### src/rtl/lp_pkg.sv
package lp_pkg;
  typedef enum logic [2:0] {
    MD_RUN   = 3'd0,
    MD_VLPR  = 3'd1,
    MD_WAIT  = 3'd2,
    MD_VLPW  = 3'd3,
    MD_STOP  = 3'd4,
    MD_PSTOP = 3'd5
  } lp_mode_e;

  localparam logic [1:0] PSTOP_CFG_PARTIAL = 2'b10;

  localparam int DOM_CORE = 0;
  localparam int DOM_SYS  = 1;
  localparam int DOM_BUS  = 2;
  localparam int NUM_DOM  = 3;

  function automatic logic is_asleep(lp_mode_e m);
    return (m == MD_WAIT) || (m == MD_VLPW) || (m == MD_STOP) || (m == MD_PSTOP);
  endfunction

  function automatic logic is_awake(lp_mode_e m);
    return (m == MD_RUN) || (m == MD_VLPR);
  endfunction
endpackage

### src/rtl/lp_wake_det.sv
module lp_wake_det
  import lp_pkg::*;
#(
  parameter int NUM_IRQ = 8
) (
  input  logic [NUM_IRQ-1:0] irq_pend_i,
  input  lp_mode_e           mode_i,
  output logic               wake_o
);
  logic any_irq;

  assign any_irq = |irq_pend_i;
  assign wake_o  = any_irq && is_asleep(mode_i);
endmodule

### src/rtl/lp_mode_fsm.sv
module lp_mode_fsm
  import lp_pkg::*;
(
  input  logic       clk_i,
  input  logic       rst_ni,
  input  logic       vlp_sel_i,
  input  logic       slp_req_i,
  input  logic       deep_i,
  input  logic [1:0] pstop_cfg_i,
  input  logic       wake_i,
  output lp_mode_e   mode_o,
  output logic       ret_vlp_o
);
  lp_mode_e mode_q, mode_d;
  logic     ret_vlp_q, ret_vlp_d;

  always_comb begin
    mode_d    = mode_q;
    ret_vlp_d = ret_vlp_q;
    unique case (mode_q)
      MD_RUN, MD_VLPR: begin
        if (slp_req_i) begin
          ret_vlp_d = (mode_q == MD_VLPR);
          if (!deep_i)
            mode_d = (mode_q == MD_VLPR) ? MD_VLPW : MD_WAIT;
          else if (pstop_cfg_i == PSTOP_CFG_PARTIAL)
            mode_d = MD_PSTOP;
          else
            mode_d = MD_STOP;
        end else begin
          mode_d = vlp_sel_i ? MD_VLPR : MD_RUN;
        end
      end
      MD_WAIT, MD_VLPW, MD_STOP, MD_PSTOP: begin
        if (wake_i) mode_d = ret_vlp_q ? MD_VLPR : MD_RUN;
      end
      default: mode_d = MD_RUN;
    endcase
  end

  always_ff @(posedge clk_i or negedge rst_ni) begin
    if (!rst_ni) begin
      mode_q    <= MD_RUN;
      ret_vlp_q <= 1'b0;
    end else begin
      mode_q    <= mode_d;
      ret_vlp_q <= ret_vlp_d;
    end
  end

  assign mode_o    = mode_q;
  assign ret_vlp_o = ret_vlp_q;


  wait_target_chk: assert property (@(posedge clk_i) disable iff (!rst_ni)
    (is_awake(mode_q) && slp_req_i && !deep_i) |=>
      (mode_q == ((ret_vlp_q) ? MD_VLPW : MD_WAIT)));


  wake_return_chk: assert property (@(posedge clk_i) disable iff (!rst_ni)
    (is_asleep(mode_q) && wake_i) |=> is_awake(mode_q));


  run_follow_chk: assert property (@(posedge clk_i) disable iff (!rst_ni)
    (is_awake(mode_q) && !slp_req_i) |=>
      (mode_q == ($past(vlp_sel_i) ? MD_VLPR : MD_RUN)));


  sleep_hold_chk: assert property (@(posedge clk_i) disable iff (!rst_ni)
    (is_asleep(mode_q) && !wake_i) |=> $stable(mode_q) && $stable(ret_vlp_q));
endmodule

### src/rtl/lp_clk_dec.sv
module lp_clk_dec
  import lp_pkg::*;
(
  input  lp_mode_e           mode_i,
  input  logic               ret_vlp_i,
  output logic [NUM_DOM-1:0] clk_en_o,
  output logic               reg_lp_o,
  output logic               wake_ctl_o
);
  for (genvar d = 0; d < NUM_DOM; d++) begin : g_dom
    always_comb begin
      unique case (mode_i)
        MD_RUN, MD_VLPR:  clk_en_o[d] = 1'b1;
        MD_WAIT, MD_VLPW: clk_en_o[d] = (d != DOM_CORE);
        MD_PSTOP:         clk_en_o[d] = (d == DOM_BUS);
        default:          clk_en_o[d] = 1'b0;
      endcase
    end
  end

  always_comb begin
    unique case (mode_i)
      MD_VLPR, MD_VLPW:   reg_lp_o = 1'b1;
      MD_STOP, MD_PSTOP:  reg_lp_o = ret_vlp_i;
      default:            reg_lp_o = 1'b0;
    endcase
  end

  assign wake_ctl_o = (mode_i == MD_STOP) || (mode_i == MD_PSTOP);
endmodule

### src/rtl/lp_mode_seq.sv
module lp_mode_seq
  import lp_pkg::*;
#(
  parameter int NUM_IRQ = 8
) (
  input  logic               clk_i,
  input  logic               rst_ni,
  input  logic               vlp_sel_i,
  input  logic               slp_req_i,
  input  logic               deep_i,
  input  logic [1:0]         pstop_cfg_i,
  input  logic [NUM_IRQ-1:0] irq_pend_i,
  output logic               core_clk_en_o,
  output logic               sys_clk_en_o,
  output logic               bus_clk_en_o,
  output logic               reg_lp_req_o,
  output logic               wake_ctl_en_o,
  output logic [2:0]         mode_o
);
  lp_mode_e           mode;
  logic               ret_vlp;
  logic               wake;
  logic [NUM_DOM-1:0] clk_en;

  lp_wake_det #(.NUM_IRQ(NUM_IRQ)) u_wake (
    .irq_pend_i (irq_pend_i),
    .mode_i     (mode),
    .wake_o     (wake)
  );

  lp_mode_fsm u_fsm (
    .clk_i       (clk_i),
    .rst_ni      (rst_ni),
    .vlp_sel_i   (vlp_sel_i),
    .slp_req_i   (slp_req_i),
    .deep_i      (deep_i),
    .pstop_cfg_i (pstop_cfg_i),
    .wake_i      (wake),
    .mode_o      (mode),
    .ret_vlp_o   (ret_vlp)
  );

  lp_clk_dec u_dec (
    .mode_i     (mode),
    .ret_vlp_i  (ret_vlp),
    .clk_en_o   (clk_en),
    .reg_lp_o   (reg_lp_req_o),
    .wake_ctl_o (wake_ctl_en_o)
  );

  assign core_clk_en_o = clk_en[DOM_CORE];
  assign sys_clk_en_o  = clk_en[DOM_SYS];
  assign bus_clk_en_o  = clk_en[DOM_BUS];
  assign mode_o        = mode;


  pstop_bus_alive_chk: assert property (@(posedge clk_i) disable iff (!rst_ni)
    (mode_o == 3'd5) |-> (bus_clk_en_o && !core_clk_en_o && !sys_clk_en_o && wake_ctl_en_o));


  bus_gate_cause_chk: assert property (@(posedge clk_i) disable iff (!rst_ni)
    $fell(bus_clk_en_o) |-> ($past(slp_req_i) && $past(deep_i) && mode_o == 3'd4));


  wake_enables_chk: assert property (@(posedge clk_i) disable iff (!rst_ni)
    (!core_clk_en_o && (|irq_pend_i)) |=> (core_clk_en_o && sys_clk_en_o && bus_clk_en_o));


  reg_lp_run_chk: assert property (@(posedge clk_i) disable iff (!rst_ni)
    (mode_o == 3'd0 || mode_o == 3'd2) |-> !reg_lp_req_o);
endmodule

### config.mk
export PLATFORM = sky130hd
export DESIGN_NAME = lp_mode_seq
export DESIGN_NICKNAME = d
export VERILOG_FILES = /design/src/rtl/lp_pkg.sv /design/src/rtl/lp_wake_det.sv /design/src/rtl/lp_mode_fsm.sv /design/src/rtl/lp_clk_dec.sv /design/src/rtl/lp_mode_seq.sv
export SDC_FILE = /design/constraint.sdc
export NUM_CORES = 1
export LEC_CHECK = 0
export BUFFER_PORTS_ARGS = -buffer_cell sky130_fd_sc_hd__buf_4
export CAP_MARGIN = 20
export CORE_AREA = 4 4 41 43
export CTS_BUF_LIST = sky130_fd_sc_hd__clkbuf_8
export CTS_CLUSTER_SIZE = 25
export DETAILED_ROUTE_END_ITERATION = 8
export DIE_AREA = 0 0 45 47
export GPL_TIMING_DRIVEN = 0
export PLACE_DENSITY = 0.43
export SYNTH_ARGS = -nofsm -noshare
export SYNTH_HDL_FRONTEND = slang
export SYNTH_SLANG_ARGS = --single-unit
### constraint.sdc
create_clock -name clk_i -period 1.55 [get_ports clk_i]
set_input_delay 0.465 -clock clk_i [delete_from_list [all_inputs] [get_ports clk_i]]
set_output_delay 0.465 -clock clk_i [all_outputs]
set_load 0.01 [all_outputs]
==> results of run 1 <==
-- layout by cell type, fill, tap and decap left out --
master,instances
inv_1,1
nor2_1,2
nor2_4,2
a21oi_1,1
o221ai_1,1
o21ai_1,2
nor3b_1,1
o211ai_1,1
buf_4,27
or4_4,2
clkbuf_8,3
dfrtp_1,2
o21ai_0,2
dfrtp_2,2
a32o_2,1
inv_2,1
a32oi_1,1
xor2_1,1
nand2_1,4
-- Yosys cell counts --
master / n
dfrtp_1: 4
nor3b_1: 1
o21ai_1: 1
o21ai_0: 3
a32oi_1: 1
or4_4: 2
xor2_1: 1
inv_2: 1
a32o_2: 1
o221ai_1: 1
a21oi_1: 1
o211ai_1: 1
nand2_1: 4
nor2_4: 1
nor2_1: 3
inv_1: 1
-- timing repair --
item	in CTS	in global routing
hold buffers	0	0
pin swaps	1	1
gates resized for setup	4	1
buffers inserted	4	1
setup endpoints to repair	3	1
-- final cells by class --
class	count	area share [%]
Timing Repair Buffer	27	39.13
Multi-Input combinational cell	21	28.02
Sequential cell	4	19.81
Clock buffer	3	7.971
Tap cell	15	3.623
Inverter	2	1.449
-- power breakdown --
| group | total, mW | switching [mW] | internal, mW |
|---|---|---|---|
| combinational | 0.129 | 0.0550 | 0.0742 |
| clock | 0.214 | 0.0485 | 0.165 |
| sequential | 0.130 | 0.0111 | 0.119 |
| total | 0.473 | 0.115 | 0.358 |
-- cell families (layout without fill, tap and decap cells) --
kind of cell,Yosys count,after routing
flops,4,4
buf+inv,2,32
compound gates,9,9
xor+xnor,1,1
simple gates,11,11
-- routing by layer --
metal,share of wire [%],track usage [%]
met2,55,13.28
met5,0,0
met3,9.3,5.364
met4,0,5.263
met1,36,8.736
-- flip-flops by register name (all words and copies together), names as in the netlist --
register	count
u_fsm.mode_o	3
u_fsm.ret_vlp_o	1
-- worst max-delay path: stages (launching register included) --
cell and delay (ps):
dfrtp_2 390, inv_2 60, nor2_4 100, nand2_1 50
o21ai_1 80, buf_4 140
-- per-stage QoR --
step	setup TNS, ps	std cells	power (mW)	setup WS [ps]
floorplan	0	27	0.1757	65.34
global placement	-59.49	64	0.2459	-59.49
detailed placement	-59.88	64	0.2472	-59.88
CTS	0	71	0.4819	17.65
global route	-6.775	72	0.5039	-6.775
finish	0	72	0.4731	37.92
-- path summary, 6_finish.rpt --
kind                                        startpoint                     endpoint  cells after the start
min in group clk_i         u_fsm.ret_vlp_o$_DFFE_PN0P_  u_fsm.ret_vlp_o$_DFFE_PN0P_                      2
min                                             rst_ni  u_fsm.mode_o[0]$_DFFE_PN0P_                      1
max in group asynchronous                       rst_ni  u_fsm.mode_o[2]$_DFFE_PN0P_                      1
max reg2reg                u_fsm.mode_o[2]$_DFFE_PN0P_  u_fsm.mode_o[0]$_DFFE_PN0P_                      4
min reg2reg                u_fsm.ret_vlp_o$_DFFE_PN0P_  u_fsm.ret_vlp_o$_DFFE_PN0P_                      2
max                        u_fsm.mode_o[2]$_DFFE_PN0P_                 reg_lp_req_o                      5
==> flow_summary.yaml, run 1 <==
clocking:
  htreeDepth: 1
  cts-buffers-inserted: 3
  clkTransAtPathRegs_ps: 30
  tritoncts: "done"
  root_buffer: "clkbuf_8"
  clock_latency_ps: 210
  clock_sinks: 4
  cts_buffer_depth: 2
cells_and_area:
  final_area_um2: 518.0
  layout-drive-gt1-share_pct: 66.67
  multi_input_area_um2: 145.1
  final_util_pct: 39.81
  fin_nets: 74
  antenna_cells: 0
  regArea_um2: 102.6
  area_growth_pct: 111.2
  nFillCells: 148
yosys:
  synth_fa_ha_area_share_pct: 0
  synthSimpleGateAreaFrac_pct: 27.55
  synth_nets: 42
  yosys.area_share.xor_xnor_pct: 3.571
  ys_seq_area_share_pct: 40.82
  muxShareOfSynthArea_pct: 0
  postSynthCellCount: 27
  synth_area_um2: 245.2
  synth_top_cell_by_area: "dfrtp_1"
  synth_top_area_share_pct: 40.82
  avgSynthCellArea_um2: 9.083
  synth_top_family_by_area: "simple AND/OR/NAND/NOR gates"
  ys_seq_elements: 4
  synthTopCellsByArea: "dfrtp_1 (41%), or4_4 (9.2%), o21ai_0 (6.1%)"
  synth_compound_area_share_pct: 25.00
  synth_cell_types: 16
  synth_warnings: 0
detailed_routing:
  wl_per_cell_um: 11.24
  viasPerCell: 4.528
  drtIter0Drc: 1
  drc_errors: 0
  antenna_left: 0
  wl_um: 809
  via_count: 326
  dr.pass1.iters: 2
critical_path:
  path_class: "reg2out"
  worstPathRequired_ps: 1080
  arrival_ps: 1050
  cp_max_fo: 5
  cp-end-kind: "output pin"
  r2r_slack_ps: 440
  startpoint_type: "register"
power_and_ir_drop:
  p_leak_nw: 0.2534
  ir_worst_vdd_mv: 0.3574
  powerDensity_mw_per_mm2: 913.3
sta:
  worst_hold_slack_ps: 38.13
  worst_slew_pin_slew_ps: 229.4
  period_minus_slack_ps: 1512
  max_freq_mhz: 661.3
  slew_violations: 0
  finalCritPeriodShare_pct: 97.55
  skew_ps: 1.056
  slew_headroom_pct: 84.65
  setup_viol: 0
  hold_viol_final: 0
  rsz0062_at_grt: "yes"
placed_design:
  place_area_um2: 429.2
  portBuffers: 22
  hpwl_um: 679
  gp_congestion: 0.6086
floorplan:
  rows: 13
  die-width_um: 45
  ioPinCount: 23
  start_util_pct: 18.85
  coreArea_mm2: 0.001301
  fp.dieH_um: 47
  dieArea_mm2: 0.002115
status:
  status: "finished clean"
global_routing:
  grt_max_degree: 6
  grt_overflow: 0
  grt_pass1_vias: 289
  grt_pass1_wl_um: 1214
  grt_usage_pct: 8.565
  antenna_found_initial: 0
hold_path:
  hp-class: "in2async"
run:
  drv_cap: 0
Power figures use the tool's default switching activity.
==> inputs of run 2 (changes only) <==
ABC_AREA = 1   (was unset)
CELL_PAD_IN_SITES_DETAIL_PLACEMENT = 1   (was unset)
CELL_PAD_IN_SITES_GLOBAL_PLACEMENT = 1   (was unset)
PLACE_DENSITY = 0.7   (was 0.43)
==> flow_summary.yaml, run 2 <==
status:
  status: "finished clean"
power_and_ir_drop:
  ir_worst_vdd_mv: 0.5523
  p_leak_nw: 0.2997
  powerDensity_mw_per_mm2: 893.0
sta:
  finalSetupTns_ps: 0
  skew_ps: 3.393
  max_freq_mhz: 664.8
  slew_violations: 0
  fin_ws_ps: 45.85
  rsz0062_at_grt: "yes"
  period_minus_slack_ps: 1504
  finalCritPeriodShare_pct: 97.04
  slew_headroom_pct: 86.40
  hold_viol_final: 0
  setup_viol: 0
  worst_slew_pin_slew_ps: 203.2
clocking:
  cts_hold_buf: 0
  clock_sinks: 4
  tritoncts: "done"
  clock_latency_ps: 220
  cts-buffers-inserted: 3
  clkTransAtPathRegs_ps: 30
  cts_buffer_depth: 2
  root_buffer: "clkbuf_8"
  htreeDepth: 1
detailed_routing:
  wl_per_cell_um: 10.84
  wl_um: 965
  drtIter0Drc: 3
  via_count: 385
  drc_errors: 0
  viasPerCell: 4.326
  dr.pass1.iters: 4
  antenna_left: 0
run:
  drv_cap: 0
cells_and_area:
  final_common_cell: "buf_4"
  final_util_pct: 41.63
  final_cell_mix: "buf_4 (24), nand2_1 (13), nor2_1 (8)"
  fin_nets: 91
  area_growth_pct: 87.45
  largest_register_ffs: 3
  layout-drive-gt1-share_pct: 51.35
  nFillCells: 173
  antenna_cells: 0
  stdcell_count: 89
critical_path:
  cp_max_fo: 6
  startpoint_type: "register"
  path_class: "reg2out"
  worstPathRequired_ps: 1080
  reg2reg_to: "u_fsm.mode_o[2]$_DFFE_PN0P_"
  r2r_start: "u_fsm.mode_o[2]$_DFFE_PN0P_"
  reg2reg_depth: 3
  r2r_slack_ps: 480
  arrival_ps: 1040
  cp-end-kind: "output pin"
global_routing:
  grt_pass1_vias: 415
  grt_max_degree: 7
  grt_pass1_wl_um: 1690
  grt_overflow: 0
  grt_usage_pct: 11.16
  antenna_found_initial: 0
floorplan:
  start_util_pct: 22.21
  die-width_um: 45
  fp.dieH_um: 47
  rows: 13
  coreArea_mm2: 0.001301
  ioPinCount: 23
  dieArea_mm2: 0.002115
yosys:
  ys_seq_elements: 4
  synth_top_cell_by_area: "dfrtp_1"
  synth_warnings: 0
  postSynthCellCount: 47
  synth_nets: 62
  synthTopCellsByArea: "dfrtp_1 (35%), nand2_1 (18%), nor2_1 (10%)"
  yosysMostFrequentCell: "nand2_1"
  synth_edf_count: 0
  synth_cell_types: 13
  async_flop_share_pct: 100.0
  avgSynthCellArea_um2: 6.150
  synth_top_area_share_pct: 34.63
  synth_area_um2: 289.0
  synth_ff_type: "dfrtp_1"
  ys_seq_area_share_pct: 34.63
  synthTopCellsByCount: "nand2_1 (14), nor2_1 (8), inv_1 (7)"
placed_design:
  dp.cells: 84
  pre_cts_ws_ps: 204.9
  gp_congestion: 0.6790
  portBuffers: 22
  hpwl_um: 785.2
hold_path:
  hp-class: "in2async"
[run 2: cell count changes after synthesis, moves of 2 or more]
cell,previous run,this run
nor2_1,3,8
nand2_1,4,14
nor2_2,0,2
inv_1,1,7
nand2_2,0,3
or4_4,2,0
nand3_1,0,2
o21ai_0,3,1
[run 2: cells by family (layout without fill, tap and decap cells)]
logic type	count (synthesis)	count (layout)	share of synthesized area [%]
AOI/OAI and AO/OA	6	6	12.12
and+or+nand+nor	29	29	42.86
DFF	4	4	34.63
buffers and inverters	8	35	10.39
[run 2: report_power, final]
group | internal, mW | total [mW] | switching (mW)
logic | 0.0704 | 0.132 | 0.0619
registers | 0.117 | 0.131 | 0.0141
clock network | 0.166 | 0.220 | 0.0545
[run 2: final cells by class]
cell class,count,area (um^2),area share [%]
timing repair buffer,24,180.2,33.26
multi-input combinational,35,170.2,31.41
sequential,4,101.3,18.71
clock buffer,3,41.29,7.621
inverter,8,30.03,5.543
tap,15,18.77,3.464
[run 2: critical path, stage by stage, from the launching register on]
cell     delay (ps)
dfrtp_2         450
nor2_1          210
buf_4           160
[run 2: through the flow]
step	power, mW	instance area, um^2	hold slack [ps]
after floorplan	0.1850	289.0	169.4
final	0.4838	541.8	36.86
after global routing	0.5134	541.8	39.28
after detailed placement	0.2551	473.0	265.7
after global placement	0.2543	473.0	263.4
after CTS	0.4830	529.3	36.85
[run 2: per-layer routing]
metal / share of wire (%) / track usage [%] / routed length, um / vias to the layer above
li1: - / - / - / 198
met1: 38 / 12.13 / 370 / 174
met5: 0 / 0 / 0 / -
met3: 6.4 / 1.533 / 62 / 0
met2: 55 / 20.34 / 532 / 13
met4: 0 / 7.018 / 0 / 0
[run 2: how the worst max path moves through the flow]
stage                     cells past startpoint                   startpoint             to  slack, ps
after global placement                        4  u_fsm.mode_o[1]$_DFFE_PN0P_   reg_lp_req_o        200
final                                         2  u_fsm.mode_o[2]$_DFFE_PN0P_  core_clk_en_o         50
after CTS                                     4  u_fsm.mode_o[1]$_DFFE_PN0P_   reg_lp_req_o          2
after detailed placement                      4  u_fsm.mode_o[1]$_DFFE_PN0P_   reg_lp_req_o        200
after floorplan                               3  u_fsm.mode_o[1]$_DFFE_PN0P_   reg_lp_req_o        270
after global routing                          2  u_fsm.mode_o[2]$_DFFE_PN0P_  core_clk_en_o        -20
[run 2: what timing repair did]
action,in CTS,in global routing
pin swaps,0,1
buffers inserted,2,0
gates resized for setup,0,5
endpoints found under the setup margin,1,2
==> inputs of run 3 (changes only) <==
BUFFER_PORTS_ARGS = -buffer_cell sky130_fd_sc_hd__buf_2   (was -buffer_cell sky130_fd_sc_hd__buf_4)
==> flow_summary.yaml, run 3 (same netlist as run 2, synthesis figures left out) <==
status:
  status: "finished clean"
floorplan:
  rows: 13
  fp.dieH_um: 47
  coreArea_mm2: 0.001301
  start_util_pct: 22.21
  dieArea_mm2: 0.002115
  die-width_um: 45
  ioPinCount: 23
detailed_routing:
  drc_errors: 0
  via_count: 379
  wl_per_cell_um: 10.24
  dr.pass1.iters: 2
  viasPerCell: 4.258
  wl_um: 911
  drtIter0Drc: 4
  antenna_left: 0
global_routing:
  grt_pass1_vias: 372
  busiest_layer: "met2"
  grt_pass1_wl_um: 1483
  met3_usage_pct: 3.448
  grt_max_degree: 7
  grt_usage_pct: 10.79
  antenna_found_initial: 0
  grt_overflow: 0
  use_met1_pct: 9.885
  grt_use_met2_pct: 17.80
clocking:
  clkTransAtPathRegs_ps: 30
  htreeDepth: 1
  root_buffer: "clkbuf_8"
  tritoncts: "done"
  cts-buffers-inserted: 3
  cts_buffer_depth: 2
  clock_latency_ps: 220
  cts_hold_buf: 0
  clock_sinks: 4
power_and_ir_drop:
  p_sw_share_pct: 27.60
  powerDensity_mw_per_mm2: 944.1
  ir_worst_vdd_mv: 0.7249
  p_leak_nw: 0.2822
  pwr-share-seq_pct: 28.4
  combPwrFrac_pct: 24.6
  switching_power_mw: 0.1278
  p_int_mw: 0.3353
  clockPowerShare_pct: 46.9
hold_path:
  hp-class: "in2async"
cells_and_area:
  final_common_cell: "buf_2"
  antenna_cells: 0
  largest_register_ffs: 3
  nFillCells: 192
  final_area_um2: 490.5
  final_cell_mix: "buf_2 (22), nand2_1 (13), nor2_1 (8)"
  fin_nets: 91
  layout-drive-gt1-share_pct: 51.35
  area_growth_pct: 69.70
sta:
  finalCritPeriodShare_pct: 96.22
  worst_slew_pin_slew_ps: 208.0
  slew_headroom_pct: 86.13
  period_minus_slack_ps: 1491
  rsz0062_at_grt: "yes"
  skew_ps: 3.198
  hold_viol_final: 0
  slew_violations: 0
  max_freq_mhz: 670.5
  finalSetupTns_ps: 0
  setup_viol: 0
critical_path:
  arrival_ps: 1030
  worstPathRequired_ps: 1080
  startpoint_type: "register"
  r2r_start: "u_fsm.mode_o[1]$_DFFE_PN0P_"
  r2r_slack_ps: 420
  path_class: "reg2out"
  cp_max_fo: 6
  setup.worst_path.start: "u_fsm.mode_o[2]$_DFFE_PN0P_"
  cp-end-kind: "output pin"
run:
  drv_cap: 0
placed_design:
  hpwl_um: 795.9
  place_area_um2: 417.9
  gp_congestion: 0.6325
  portBuffers: 22
[run 3: changes by cell type in the layout (fill, tap and decap cells not counted)]
cell,before,now
buf_6,0,1
buf_2,0,22
buf_4,24,1
[run 3: routing by layer]
layer	up-vias	routed length, um
li1	198	-
met1	164	360
met2	12	462
met3	5	50
met4	0	37
met5	-	0
[run 3: path summary, 6_finish.rpt]
path,depth (start not counted),to
worst max register to register,8,u_fsm.mode_o[0]$_DFFE_PN0P_
max in group asynchronous,1,u_fsm.mode_o[2]$_DFFE_PN0P_
worst max-delay path,2,core_clk_en_o
min in group clk_i,2,u_fsm.mode_o[1]$_DFFE_PN0P_
worst min-delay path,1,u_fsm.mode_o[0]$_DFFE_PN0P_
worst min register to register,2,u_fsm.ret_vlp_o$_DFFE_PN0P_
[run 3: final cells by class]
cell class                      count  area (um^2)  area share [%]
Multi-Input combinational cell     35        170.2           34.69
Timing Repair Buffer               24        128.9           26.28
Sequential cell                     4        101.3           20.66
Clock buffer                        3        41.29           8.418
Inverter                            8        30.03           6.122
Tap cell                           15        18.77           3.827
[run 3: timing repair]
| item | 4_1_cts | 5_1_grt |
|---|---|---|
| endpoints found under the setup margin | 1 | 2 |
| pin swaps | 1 | 1 |
| setup buffers | 1 | 1 |
| gates cloned | 0 | 0 |
| resized for setup | 3 | 3 |
[run 3: power groups by stage]
stage,registers (mW),logic (mW),clock network (mW)
after floorplan,0.132,0.0531,0
after global placement,0.132,0.101,0
after detailed placement,0.131,0.105,0
after CTS,0.131,0.109,0.225
after global routing,0.134,0.129,0.235
final,0.132,0.114,0.217
[run 3: metrics by stage]
step	utilization, %	power (mW)	hold WS (ps)	std cells	worst slack, ps
5_1_grt	37.69	0.4982	41.66	89	-29.93
6_report	37.69	0.4631	44.43	89	58.54
4_1_cts	36.15	0.4650	42.42	88	18.41
3_5_place_dp	32.12	0.2363	273.7	84	187.0
2_1_floorplan	-	0.1850	169.4	47	265.2
3_3_place_gp	32.12	0.2332	273.0	84	220.9
[run 3: worst max-delay path: stages (launching register included)]
cell     delay (ps)
dfrtp_2         440
nor2_1          200
buf_2           170
